## src/rtl/i2c_mem_pkg.sv

```systemverilog
package i2c_mem_pkg;
  typedef enum logic [2:0] {ST_IDLE, ST_RX, ST_RX_ACK, ST_TX, ST_TX_ACK} state_e;
  typedef enum logic [1:0] {K_DEV, K_ADDR, K_DATA} kind_e;
  localparam logic [3:0] DEV_PREFIX = 4'b1010;
endpackage

```

## src/rtl/i2c_mem_bus_sync.sv

```systemverilog
module i2c_mem_bus_sync (
  input  logic clk_i,
  input  logic rst_ni,
  input  logic scl_i,
  input  logic sda_i,
  output logic scl_o,
  output logic sda_o,
  output logic scl_rise_o,
  output logic scl_fall_o,
  output logic start_o,
  output logic stop_o
);
  logic [1:0] scl_ff, sda_ff;
  logic       scl_q, sda_q;

  // idle bus is high: reset to 1 so no edge is seen at release
  always_ff @(posedge clk_i or negedge rst_ni) begin
    if (!rst_ni) begin
      scl_ff <= 2'b11;
      sda_ff <= 2'b11;
      scl_q  <= 1'b1;
      sda_q  <= 1'b1;
    end else begin
      scl_ff <= {scl_ff[0], scl_i};
      sda_ff <= {sda_ff[0], sda_i};
      scl_q  <= scl_ff[1];
      sda_q  <= sda_ff[1];
    end
  end

  assign scl_o      = scl_ff[1];
  assign sda_o      = sda_ff[1];
  assign scl_rise_o = scl_ff[1] & ~scl_q;
  assign scl_fall_o = ~scl_ff[1] & scl_q;
  assign start_o    = scl_ff[1] & scl_q & sda_q & ~sda_ff[1];
  assign stop_o     = scl_ff[1] & scl_q & ~sda_q & sda_ff[1];
endmodule

```

## src/rtl/i2c_mem_ptr.sv

```systemverilog
module i2c_mem_ptr #(
  parameter int unsigned AW = 8,
  parameter int unsigned PW = 4
) (
  input  logic          clk_i,
  input  logic          rst_ni,
  input  logic          set_hi_i,
  input  logic          hi_i,
  input  logic          set_lo_i,
  input  logic [7:0]    lo_i,
  input  logic          inc_page_i,
  input  logic          inc_all_i,
  output logic [AW-1:0] ptr_o
);
  logic [AW-1:0] ptr_q, ptr_d, hi_val;

  if (AW == 9) begin : g_a8
    assign hi_val = {hi_i, ptr_q[7:0]};
  end else begin : g_no_a8
    logic unused_hi;
    assign unused_hi = hi_i;
    assign hi_val    = ptr_q;
  end

  always_comb begin
    ptr_d = ptr_q;
    if (set_hi_i)   ptr_d = hi_val;
    if (set_lo_i)   ptr_d[7:0] = lo_i;
    if (inc_page_i) ptr_d = {ptr_q[AW-1:PW], ptr_q[PW-1:0] + PW'(1)};
    if (inc_all_i)  ptr_d = ptr_q + AW'(1);
  end

  always_ff @(posedge clk_i or negedge rst_ni) begin
    if (!rst_ni) ptr_q <= '0;
    else         ptr_q <= ptr_d;
  end

  assign ptr_o = ptr_q;
endmodule

```

## src/rtl/i2c_mem_slave.sv

```systemverilog
module i2c_mem_slave
  import i2c_mem_pkg::*;
#(
  parameter int unsigned MEM_AW = 8,
  parameter int unsigned PAGE_W = 4
) (
  input  logic              clk_i,
  input  logic              rst_ni,
  input  logic              scl_i,
  input  logic              sda_i,
  output logic              sda_oe_o,
  input  logic [2:0]        dev_sel_i,
  input  logic              busy_i,
  output logic              wb_push_o,
  output logic [MEM_AW-1:0] wb_addr_o,
  output logic [7:0]        wb_data_o,
  output logic              wb_commit_o,
  output logic              wb_drop_o,
  output logic [MEM_AW-1:0] rd_addr_o,
  input  logic [7:0]        rd_data_i
);
  localparam logic [3:0] BYTE_BITS = 4'd8;

  logic scl_s, sda_s, scl_rise, scl_fall, bus_start, bus_stop;

  i2c_mem_bus_sync u_sync (
    .clk_i      (clk_i),
    .rst_ni     (rst_ni),
    .scl_i      (scl_i),
    .sda_i      (sda_i),
    .scl_o      (scl_s),
    .sda_o      (sda_s),
    .scl_rise_o (scl_rise),
    .scl_fall_o (scl_fall),
    .start_o    (bus_start),
    .stop_o     (bus_stop)
  );

  state_e            state_q;
  kind_e             kind_q;
  logic [3:0]        bitcnt_q;
  logic [7:0]        rx_q, tx_q, wb_data_q;
  logic [MEM_AW-1:0] wb_addr_q, ptr;
  logic              rw_q, mack_q, pend_q, oe_q;
  logic              push_q, commit_q, drop_q;

  logic byte_done, sel_ok, dev_hit, rx_end;
  logic set_hi, set_lo, inc_page, inc_all;

  assign byte_done = scl_fall && (bitcnt_q == BYTE_BITS);

  if (MEM_AW == 9) begin : g_sel_wide
    logic unused_sel;
    assign unused_sel = dev_sel_i[0];
    assign sel_ok     = (rx_q[3:2] == dev_sel_i[2:1]);
  end else begin : g_sel_narrow
    assign sel_ok = (rx_q[3:1] == dev_sel_i);
  end

  assign dev_hit  = (rx_q[7:4] == DEV_PREFIX) && sel_ok && !busy_i;
  assign rx_end   = (state_q == ST_RX) && byte_done;
  assign set_hi   = rx_end && (kind_q == K_DEV) && dev_hit;
  assign set_lo   = rx_end && (kind_q == K_ADDR);
  assign inc_page = rx_end && (kind_q == K_DATA);
  assign inc_all  = (state_q == ST_TX) && byte_done;

  i2c_mem_ptr #(.AW(MEM_AW), .PW(PAGE_W)) u_ptr (
    .clk_i      (clk_i),
    .rst_ni     (rst_ni),
    .set_hi_i   (set_hi),
    .hi_i       (rx_q[1]),
    .set_lo_i   (set_lo),
    .lo_i       (rx_q),
    .inc_page_i (inc_page),
    .inc_all_i  (inc_all),
    .ptr_o      (ptr)
  );

  always_ff @(posedge clk_i or negedge rst_ni) begin
    if (!rst_ni) begin
      state_q   <= ST_IDLE;
      kind_q    <= K_DEV;
      bitcnt_q  <= '0;
      rx_q      <= '0;
      tx_q      <= '0;
      wb_data_q <= '0;
      wb_addr_q <= '0;
      rw_q      <= 1'b0;
      mack_q    <= 1'b0;
      pend_q    <= 1'b0;
      oe_q      <= 1'b0;
      push_q    <= 1'b0;
      commit_q  <= 1'b0;
      drop_q    <= 1'b0;
    end else begin
      push_q   <= 1'b0;
      commit_q <= 1'b0;
      drop_q   <= 1'b0;
      if (bus_start) begin
        state_q  <= ST_RX;
        kind_q   <= K_DEV;
        bitcnt_q <= '0;
        oe_q     <= 1'b0;
        drop_q   <= pend_q;
        pend_q   <= 1'b0;
      end else if (bus_stop) begin
        state_q  <= ST_IDLE;
        bitcnt_q <= '0;
        oe_q     <= 1'b0;
        commit_q <= pend_q;
        pend_q   <= 1'b0;
      end else begin
        unique case (state_q)
          ST_IDLE: ;
          ST_RX: begin
            if (scl_rise) begin
              rx_q     <= {rx_q[6:0], sda_s};
              bitcnt_q <= bitcnt_q + 4'd1;
            end else if (byte_done) begin
              unique case (kind_q)
                K_DEV: begin
                  if (dev_hit) begin
                    oe_q    <= 1'b1;
                    rw_q    <= rx_q[0];
                    state_q <= ST_RX_ACK;
                  end else begin
                    state_q <= ST_IDLE;
                  end
                end
                K_ADDR: begin
                  oe_q    <= 1'b1;
                  state_q <= ST_RX_ACK;
                end
                default: begin
                  oe_q      <= 1'b1;
                  push_q    <= 1'b1;
                  wb_addr_q <= ptr;
                  wb_data_q <= rx_q;
                  pend_q    <= 1'b1;
                  state_q   <= ST_RX_ACK;
                end
              endcase
            end
          end
          ST_RX_ACK: begin
            if (scl_fall) begin
              bitcnt_q <= '0;
              if (kind_q == K_DEV && rw_q) begin
                state_q <= ST_TX;
                tx_q    <= rd_data_i;
                oe_q    <= ~rd_data_i[7];
              end else begin
                oe_q    <= 1'b0;
                state_q <= ST_RX;
                kind_q  <= (kind_q == K_DEV) ? K_ADDR : K_DATA;
              end
            end
          end
          ST_TX: begin
            if (scl_rise) begin
              bitcnt_q <= bitcnt_q + 4'd1;
            end else if (byte_done) begin
              oe_q    <= 1'b0;
              state_q <= ST_TX_ACK;
            end else if (scl_fall) begin
              tx_q <= {tx_q[6:0], 1'b0};
              oe_q <= ~tx_q[6];
            end
          end
          ST_TX_ACK: begin
            if (scl_rise) begin
              mack_q <= ~sda_s;
            end else if (scl_fall) begin
              if (mack_q) begin
                state_q  <= ST_TX;
                tx_q     <= rd_data_i;
                oe_q     <= ~rd_data_i[7];
                bitcnt_q <= '0;
              end else begin
                state_q <= ST_IDLE;
              end
            end
          end
          default: state_q <= ST_IDLE;
        endcase
      end
    end
  end

  assign sda_oe_o    = oe_q;
  assign wb_push_o   = push_q;
  assign wb_addr_o   = wb_addr_q;
  assign wb_data_o   = wb_data_q;
  assign wb_commit_o = commit_q;
  assign wb_drop_o   = drop_q;
  assign rd_addr_o   = ptr;
endmodule

```

## config.mk

```make
export PLATFORM = sky130hd
export DESIGN_NAME = i2c_mem_slave
export DESIGN_NICKNAME = d
export VERILOG_FILES = /design/src/rtl/i2c_mem_pkg.sv /design/src/rtl/i2c_mem_bus_sync.sv /design/src/rtl/i2c_mem_ptr.sv /design/src/rtl/i2c_mem_slave.sv
export SDC_FILE = /design/constraint.sdc
export NUM_CORES = 1
export LEC_CHECK = 0
export BUFFER_PORTS_ARGS = -buffer_cell sky130_fd_sc_hd__buf_2
export CELL_PAD_IN_SITES_DETAIL_PLACEMENT = 1
export CELL_PAD_IN_SITES_GLOBAL_PLACEMENT = 1
export CORE_MARGIN = 5
export CORE_UTILIZATION = 36
export CTS_BUF_LIST = sky130_fd_sc_hd__clkbuf_8
export DETAILED_ROUTE_END_ITERATION = 16
export PLACE_DENSITY_LB_ADDON = 0.05
export SLEW_MARGIN = 20
export SYNTH_ARGS = -nofsm -noshare
export SYNTH_HDL_FRONTEND = slang
export SYNTH_SLANG_ARGS = --single-unit
```

## constraint.sdc

```tcl
create_clock -name clk_i -period 2.2 [get_ports clk_i]
set_clock_uncertainty 0.15 [all_clocks]
set_input_delay 0.11 -clock clk_i [delete_from_list [all_inputs] [get_ports clk_i]]
set_output_delay 0.11 -clock clk_i [all_outputs]
set_load 0.02 [all_outputs]
```

After elaboration in Yosys (flattened, before gate mapping)

Cells that the tools add are included.

Flip-flop bits (word level): 61
Input port bits: 16
Output and inout bits: 28
Word-level logic and storage cells: 177

$add $sub $neg: 3
Eq/ne operators: 34
Multiplexer cells: 70
Bitwise gates (word level): 17
Reductions and logical operators: 33

Operators with widths:

| kind                  | number |
|---|---|
| $mux W7               | 8 |
| $ne A4 B4 Y1 const B  | 8 |
| $mux W3               | 10 |
| $mux W1               | 29 |
| $mux W4               | 7 |
| $mux W8               | 3 |
| $pmux W7 S3           | 1 |
| $ne A2 B2 Y1 const B  | 10 |
| $mux W2               | 9 |
| $reduce_and A4 Y1     | 4 |
| $pmux W3 S5           | 1 |
| $pmux W4 S3           | 1 |
| $reduce_and A6 Y1     | 2 |
| $reduce_bool A3 Y1    | 4 |
| $reduce_and A11 Y1    | 1 |
| $ne A5 B5 Y1 const B  | 2 |
| $not A1 Y1            | 10 |
| $reduce_and A10 Y1    | 1 |
| $add A4 B1 Y4 const B | 2 |
| $add A8 B1 Y8 const B | 1 |
| $eq A4 B4 Y1 const B  | 2 |
| $logic_and A1 B1 Y1   | 8 |
| $reduce_and A8 Y1     | 1 |
| $and A1 B1 Y1         | 7 |
| other kinds (20)      | 25 |

Logic depth before layout (Yosys ltp)

Gate-level depths: netlist of run 1.

Depth after elaboration: 10
Mapped depth: 9
Mapped depth without buffers: 8

Hierarchy

From an unflattened synthesis of run 1, not the netlist that was laid out.

Cell total of the unflattened synthesis: 302
Area, all modules: 3005.4 µm²

Modules (own cells, without submodules):

| module           | instances | cells each | area each (µm²) | seq. area each (µm²) |
|---|---|---|---|---|
| i2c_mem_slave    | 1         | 239        | 2318.5          | 1176.1 |
| i2c_mem_ptr      | 1         | 53         | 496.7           | 200.2 |
| i2c_mem_bus_sync | 1         | 10         | 190.2           | 157.7 |

Worst setup path after synthesis of run 1

OpenSTA, ideal clock, no wires.

Path kind: flip-flop to flip-flop
From: register u_sync.scl_q
To: register wb_addr_q[6] (netlist: wb_addr_o[6])
Library setup time: 125 ps
Data arrival time: 1728 ps
Data required time: 1925 ps
Path slack: 198 ps
Stages on the path, launching flop included: 7
Buffers on the path: 2
Clock period less this slack: 2002 ps
Path through: dfstp_2 > nand2b_4 > nor3_2 > and3_1 > buf_4 > buf_2 > mux2_2

Word-level cells in the longest chain between the ends: 5
Elaborated cells between the ends (all ways): 13
Those cells by class: bitwise: 11; reduce/logical: 2

RTL lines:

| item                                                 | RTL line                                       | text |
|---|---|---|
| from (decl)                                          | i2c_mem_bus_sync.sv:14                         | `logic scl_q, sda_q;` |
| from (signal assigned)                               | i2c_mem_bus_sync.sv:26                         | `scl_q <= scl_ff[1];` |
| $and A1 B1 Y1                                        | i2c_mem_bus_sync.sv:35, i2c_mem_bus_sync.sv:36 |  |
| $and A1 B1 Y1, on equally long branches (2 in a row) | i2c_mem_bus_sync.sv:36, i2c_mem_bus_sync.sv:35 |  |
| $not A1 Y1 (no line)                                 | n/a                                            |  |
| $reduce_and A6 Y1 (no line) (*)                      | n/a                                            |  |
| to (signal assigned)                                 | i2c_mem_slave.sv:137                           | `wb_addr_q <= ptr;` |
| to (decl)                                            | i2c_mem_slave.sv:43                            | `logic [MEM_AW-1:0] wb_addr_q, ptr;` |

Every way passes the cells marked *; elsewhere a longest branch is shown, timed or not.
A chain may end at the register's enable or synchronous reset.

Worst setup path in the final report of run 1

From: register bitcnt_q[0]
To: register state_q[0]

Word-level cells in the longest chain between the ends: 4
Elaborated cells between the ends (all ways): 5
Those cells by class: eq/ne: 3; reduce/logical: 2

RTL lines:

| item                            | RTL line             | text |
|---|---|---|
| from (decl)                     | i2c_mem_slave.sv:41  | `logic [3:0] bitcnt_q;` |
| from (signal assigned)          | i2c_mem_slave.sv:118 | `bitcnt_q <= bitcnt_q + 4'd1;` |
| from (signal assigned)          | i2c_mem_slave.sv:161 | `bitcnt_q <= bitcnt_q + 4'd1;` |
| $eq A4 B4 Y1 (*)                | i2c_mem_slave.sv:50  | `assign byte_done = scl_fall && (bitcnt_q == BYTE_BITS);` |
| $logic_and A1 B1 Y1 (*)         | i2c_mem_slave.sv:50  |  |
| $ne A4 B4 Y1 (no line)          | n/a                  |  |
| $reduce_and A8 Y1 (no line) (*) | n/a                  |  |
| to (signal assigned)            | i2c_mem_slave.sv:81  | `state_q <= ST_IDLE;` |
| to (signal assigned)            | i2c_mem_slave.sv:100 | `state_q <= ST_RX;` |
| to (signal assigned)            | i2c_mem_slave.sv:107 | `state_q <= ST_IDLE;` |
| to (decl)                       | i2c_mem_slave.sv:39  | `state_e state_q;` |

Marks and branches as above.

==> results by group, run 1 <==
Status
  – Outcome: finished clean

Worst setup path
  – Crit path DAT: 2200 ps
  – Worst R2R Path Depth: 8
  – CP Capture Type: flip-flop
  – Worst R2R Start: bitcnt_q[0]
  – R2R setup slack: 60 ps
  – CP Max Fanout: 5
  – FF-to-FF End: state_q[0]
  – Data required time at the worst endpoint: 2260 ps
  – CP startpoint: bitcnt_q[0]
  – Critical path destination: state_q[0]
  – CP Launch Type: flip-flop
  – CP Class: flip-flop to flip-flop

CTS
  – CTS Buf Count: 9
  – Clk buf depth: 2
  – CTS Sinks: 61
  – H-tree levels: 3
  – CTS tree: yes
  – Root buf cell: clkbuf_8
  – Reg clk slew, reported paths: 80 ps
  – Worst-Skew Late Latency: 340 ps

Drt
  – Avg WL per Cell: 16.03 um
  – Remaining DRCs: 0
  – Post-Route WL: 7.215 mm
  – Pre-Repair DR Iteration Count: 5
  – Antenna viol nets, final: 0
  – Vias/cell: 5.140
  – DR vias: 2313
  – Starting DRT DRC Count: 84

Die
  – Initial Util: 37.47%
  – Core ar.: 7807 um^2
  – Die width: 100.1 um
  – Total I/O pin count: 44
  – Row count: 32
  – Die Footprint: 10030 um^2
  – Die height: 100.1 um

Power and ir drop
  – Clk network pwr share: 44.1%
  – Pleak: 0.001876 uW
  – Switching Share: 25.69%
  – Tot Pwr: 2646 uW
  – Peak supply drop: 408.7 uV
  – Total power density per cell area: 704.2 nW/um^2
  – Share of total power in sequential cells: 45.8%
  – Sw Pwr: 679.8 uW
  – Logic pwr share: 10.1%
  – Internal power: 1966 uW

Logic synthesis
  – Syn Nets: 283
  – Cell variety after synth: 49
  – Synthesized area per cell: 11.08 um^2
  – Most used DFF post-synth: dfrtp_1
  – Netlist Area Pre-Place: 2925 um^2
  – Synthesized flop and latch total: 61
  – Post-synthesis instance total: 264
  – Post-synth top area share: 47.05%
  – Synth area leaders: dfrtp_1, mux2_2, dfstp_2
  – Asr flop ratio synth: 100.0%
  – Synth Warn #: 0
  – Sequential cell area fraction in the yosys report: 52.44%
  – Yosys top cell by area: dfrtp_1
  – EDFF count, synth: 0

Cells and area
  – P&R area growth vs syn: 28.44%
  – Commonest non-fill, non-tap cells in the layout: dfrtp_1, buf_2, nand2_1
  – Nets: 362
  – Post-Layout Cell Count: 450
  – Share of cells above drive strength 1: 34.48%
  – Antenna cell count: 0
  – Final instance area: 3757 um^2
  – Most common cell after layout, fill and taps aside: dfrtp_1

Global route
  – Global-route congestion overflow total: 0
  – Largest net degree at the start of global routing: 35
  – GRT Overall Usage: 15.49%
  – Initial antenna violation count: 0
  – Via count of the first global-routing pass: 2402
  – First-pass GRT wire length: 12.34 mm

Timing
  – TNS Setup: 0 ps
  – Part of the cycle the worst path needs: 97.08%
  – Max transition margin: 69.71%
  – Max Slew Vio Count: 0
  – Top achievable clock speed: 0.4682 GHz
  – Final hold violations: 0
  – Period minus WS final: 2136 ps
  – Unrepaired setup endpoints after global routing: true
  – Worst slew pin tran: 452.7 ps
  – Final setup fails: 0

Placed design
  – Placed cell area: 3397 um^2
  – Final HPWL DP: 5.261 mm
  – PortBufs: 43
  – Routability cong.: 0.8210
  – Post-Place Cells: 421

Hold path
  – Hold Crit Class: primary input to flip-flop

Flow run
  – Max Cap Violations: 0
==> worst max-delay path, stage by stage, from the launching register on <==
cell and delay, ps:
dfrtp_1 420, inv_1 80, ha_1 140, nand2_1 100
or3_4 390, a21oi_2 130, o21a_1 170, o31ai_2 110
mux2_1 330
==> area by class of cell <==
| cell class | instances | area [um^2] |
|---|---|---|
| flip-flops and latches | 61 | 1534 |
| repair buffers | 75 | 508.0 |
| fillers | 887 | 4050 |
| clock inverters | 6 | 93.84 |
| multi-input cells | 190 | 1334 |
| well taps | 102 | 127.6 |
| clock buffers | 10 | 137.6 |
| inverters | 6 | 22.52 |
==> metrics by stage <==
stage	setup slack [ps]	hold slack, ps	util [%]
after floorplan	197.8	-335.6	-
after global placement	122.7	-196.2	43.51
after detailed placement	74.37	-199.8	43.51
after CTS	50.26	134.3	47.88
after global routing	-19.23	155.5	48.13
final	64.20	144.5	48.13
==> how the worst min path moves through the flow <==
stage / depth (start not counted) / slack, ps / from / end
6_report: 5 / 140 / busy_i / rw_q
5_1_grt: 5 / 160 / busy_i / rw_q
4_1_cts: 5 / 130 / busy_i / rw_q
3_5_place_dp: 1 / -200 / rst_ni / bitcnt_q[2]
3_3_place_gp: 1 / -200 / rst_ni / bitcnt_q[3]
2_1_floorplan: 0 / -340 / rst_ni / bitcnt_q[0]
==> per-layer routing <==
| metal | share of wire (%) | up-vias | track usage (%) |
|---|---|---|---|
| met1 | 49 | 1145 | 22.19 |
| met2 | 45 | 46 | 23.09 |
| li1 | - | 1116 | - |
| met3 | 4.9 | 6 | 4.031 |
| met5 | 0 | - | 0 |
| met4 | 1.0 | 0 | 4.456 |
==> sequential cells by signal (all words and copies together), names as in the netlist, 2 cells and up <==
signal and cells:
bitcnt_q 4, u_ptr.ptr_o 8, u_sync.scl_ff 2, rx_q 8, kind_q 2, state_q 3, wb_addr_o 8, u_sync.sda_ff 2
wb_data_o 8, tx_q 7
==> cells in the mapped netlist (4+ instances only) <==
library cell,instances
o21a_1,4
nand3_1,4
o21ai_0,22
nor2b_1,7
mux2i_1,8
xnor2_1,4
dfrtp_1,55
a21oi_1,10
nor2_1,17
nand2_1,24
nand2b_1,5
nor3_1,6
dfstp_2,6
o31ai_1,4
inv_1,6
and3_1,5
buf_2,4
mux2_2,23
==> logic make-up (layout without fill, tap and decap cells) <==
group,count (synthesis),in the layout,share of synthesized area (%)
AO/OA/AOI/OAI,61,61,13.43
XOR/XNOR,4,4,1.197
adder cells (fa/ha/maj),3,3,1.283
buffers and inverters,13,97,2.096
flip-flops,61,61,52.44
multiplexers,34,34,12.75
AND/OR/NAND/NOR,88,88,16.81
==> power groups by stage <==
stage / Combinational (uW) / Sequential (uW) / Clock (uW)
5_1_grt: 298 / 1220 / 1260
3_5_place_dp: 242 / 1230 / 0
2_1_floorplan: 130 / 1230 / 0
6_report: 268 / 1210 / 1170
4_1_cts: 258 / 1210 / 1200
3_3_place_gp: 244 / 1230 / 0
==> what timing repair did <==
item,4_1_cts,5_1_grt
buffers inserted,0,2
resized for setup,0,1
hold endpoints to repair,64,0
hold buffers,11,0
setup endpoints to repair,0,4
Note: power is estimated with default switching activity, not from simulation.
==> run 2, diff against run 1 <==
--- a/config.mk
+++ b/config.mk
@@ -6,8 +6,8 @@
 export NUM_CORES = 1
 export LEC_CHECK = 0
 export BUFFER_PORTS_ARGS = -buffer_cell sky130_fd_sc_hd__buf_2
-export CELL_PAD_IN_SITES_DETAIL_PLACEMENT = 1
-export CELL_PAD_IN_SITES_GLOBAL_PLACEMENT = 1
+export CELL_PAD_IN_SITES_DETAIL_PLACEMENT = 2
+export CELL_PAD_IN_SITES_GLOBAL_PLACEMENT = 2
 export CORE_MARGIN = 5
 export CORE_UTILIZATION = 36
 export CTS_BUF_LIST = sky130_fd_sc_hd__clkbuf_8
==> run 2 against run 1 <==
  * Final cell count down 0.22%
  * Critical endpoint unchanged
  * Sequential share of layout area about the same
  * Sequential power about the same
  * Core utilization about the same
==> results by group, run 2 (synthesis gave the netlist of run 1 again) <==
Placed design
  – Final HPWL DP: 5.641 mm
  – Post-Place Cells: 421
  – Routability cong.: 0.7865
  – PortBufs: 43

Die
  – Total I/O pin count: 44
  – Row count: 32
  – Die height: 100.1 um
  – Die Footprint: 10030 um^2
  – Core ar.: 7807 um^2
  – Die width: 100.1 um
  – Initial Util: 37.47%

Cells and area
  – Most common cell after layout, fill and taps aside: dfrtp_1
  – Antenna cell count: 0
  – Util after Layout: 48.11%
  – P&R area growth vs syn: 28.40%
  – Nets: 361
  – Share of cells above drive strength 1: 35.45%
  – Post-Layout Cell Count: 449
  – Commonest non-fill, non-tap cells in the layout: dfrtp_1, buf_2, nand2_1, mux2_2, o21ai_0

Power and ir drop
  – Peak supply drop: 358.7 uV
  – Pleak: 0.001874 uW
  – Tot Pwr: 2625 uW
  – Total power density per cell area: 698.9 nW/um^2

Worst setup path
  – Worst R2R Start: bitcnt_q[0]
  – Data required time at the worst endpoint: 2270 ps
  – CP Launch Type: flip-flop
  – CP Max Fanout: 5
  – CP max stage delay: 430 ps
  – Critical-path top delay cell: or3_4
  – FF-to-FF End: state_q[0]
  – R2R setup slack: 30 ps
  – Worst R2R Path Depth: 8
  – CP Class: flip-flop to flip-flop
  – Crit path DAT: 2250 ps
  – CP Capture Type: flip-flop
  – Worst-path cell chain: inv_1 > ha_1 > nand2_2 > or3_4 > a21oi_2 > o21a_2 > o31ai_4 > mux2_1

Global route
  – GRT Overall Usage: 17.15%
  – Largest net degree at the start of global routing: 62
  – First-pass GRT wire length: 13.54 mm
  – Via count of the first global-routing pass: 2622
  – Initial antenna violation count: 0
  – Global-route congestion overflow total: 0

Timing
  – Worst slew pin tran: 527.2 ps
  – Final setup fails: 0
  – Max transition margin: 64.48%
  – Max Slew Vio Count: 0
  – Top achievable clock speed: 0.4606 GHz
  – Final hold violations: 0
  – Period minus WS final: 2171 ps
  – Part of the cycle the worst path needs: 98.68%

Flow run
  – Max Cap Violations: 0

CTS
  – CTS Buf Count: 9
  – CTS tree: yes
  – Worst-Skew Late Latency: 340 ps
  – Clk buf depth: 2
  – Root buf cell: clkbuf_8
  – H-tree levels: 3
  – CTS Sinks: 61
  – Reg clk slew, reported paths: 80 ps

Drt
  – Pre-Repair DR Iteration Count: 4
  – Remaining DRCs: 0
  – Vias/cell: 5.290
  – DR vias: 2375
  – Starting DRT DRC Count: 38
  – Antenna viol nets, final: 0
  – Avg WL per Cell: 18.49 um
  – Post-Route WL: 8.303 mm

Status
  – Outcome: finished clean

Hold path
  – Hold Crit Class: primary input to asynchronous set/reset pin
==> run 2: metal layers <==
metal | global-route usage [%] | share of wire [%] | up-vias
met5 | 0 | 0 | -
met4 | 5.907 | 1.6 | 0
met3 | 3.197 | 3.6 | 12
li1 | - | - | 1114
met2 | 26.50 | 47 | 40
met1 | 24.13 | 48 | 1209
==> run 2: worst max-delay path by stage <==
stage | start | slack, ps | end
CTS | bitcnt_q[0] | 30 | state_q[0]
global placement | bitcnt_q[0] | 100 | state_q[0]
floorplan | u_sync.scl_q | 200 | wb_addr_o[6]
finish | bitcnt_q[0] | 30 | state_q[0]
global route | bitcnt_q[0] | -60 | state_q[0]
detailed placement | bitcnt_q[0] | 50 | state_q[0]
==> run 2: area by class of cell <==
| class | count | area, um^2 |
|---|---|---|
| Fill cell | 825 | 4051 |
| Sequential cell | 61 | 1534 |
| Multi-Input combinational cell | 190 | 1360 |
| Timing Repair Buffer | 74 | 498.0 |
| Tap cell | 102 | 127.6 |
| Clock buffer | 9 | 123.9 |
| Clock inverter | 7 | 90.09 |
| Inverter | 6 | 22.52 |
==> run 2: power by group <==
part / internal (uW) / switching (uW) / leakage [uW] / total, uW
Sequential: 1160 / 35.9 / 0.000792 / 1200
Clock: 634 / 484 / 0.000111 / 1120
Combinational: 132 / 174 / 0.000971 / 307
==> run 2: timing repair <==
action,in CTS,in global routing
setup buffers,0,2
hold endpoints to repair,70,0
gates resized for setup,0,7
hold buffers,10,0
endpoints found under the setup margin,0,23
==> run 2: per-stage QoR <==
step,setup TNS [ps],worst slack (ps),hold WS (ps),instance area [um^2]
CTS,0,26.60,131.2,3711
global placement,0,101.8,-1.586,3397
global route,-204.5,-62.26,181.0,3756
finish,0,28.99,121.8,3756
detailed placement,0,53.20,-1.295,3397
floorplan,0,197.8,-335.6,2925
==> run 2: worst max-delay path, delay by kind of cell, from the launching register on <==
| family | cells | cell delay (ps) |
|---|---|---|
| and+or+nand+nor | 2 | 520 |
| muxes | 1 | 330 |
| buffers and inverters | 1 | 80 |
| adders and majority gates | 1 | 160 |
| AOI/OAI and AO/OA | 3 | 420 |
| DFF | 1 | 410 |
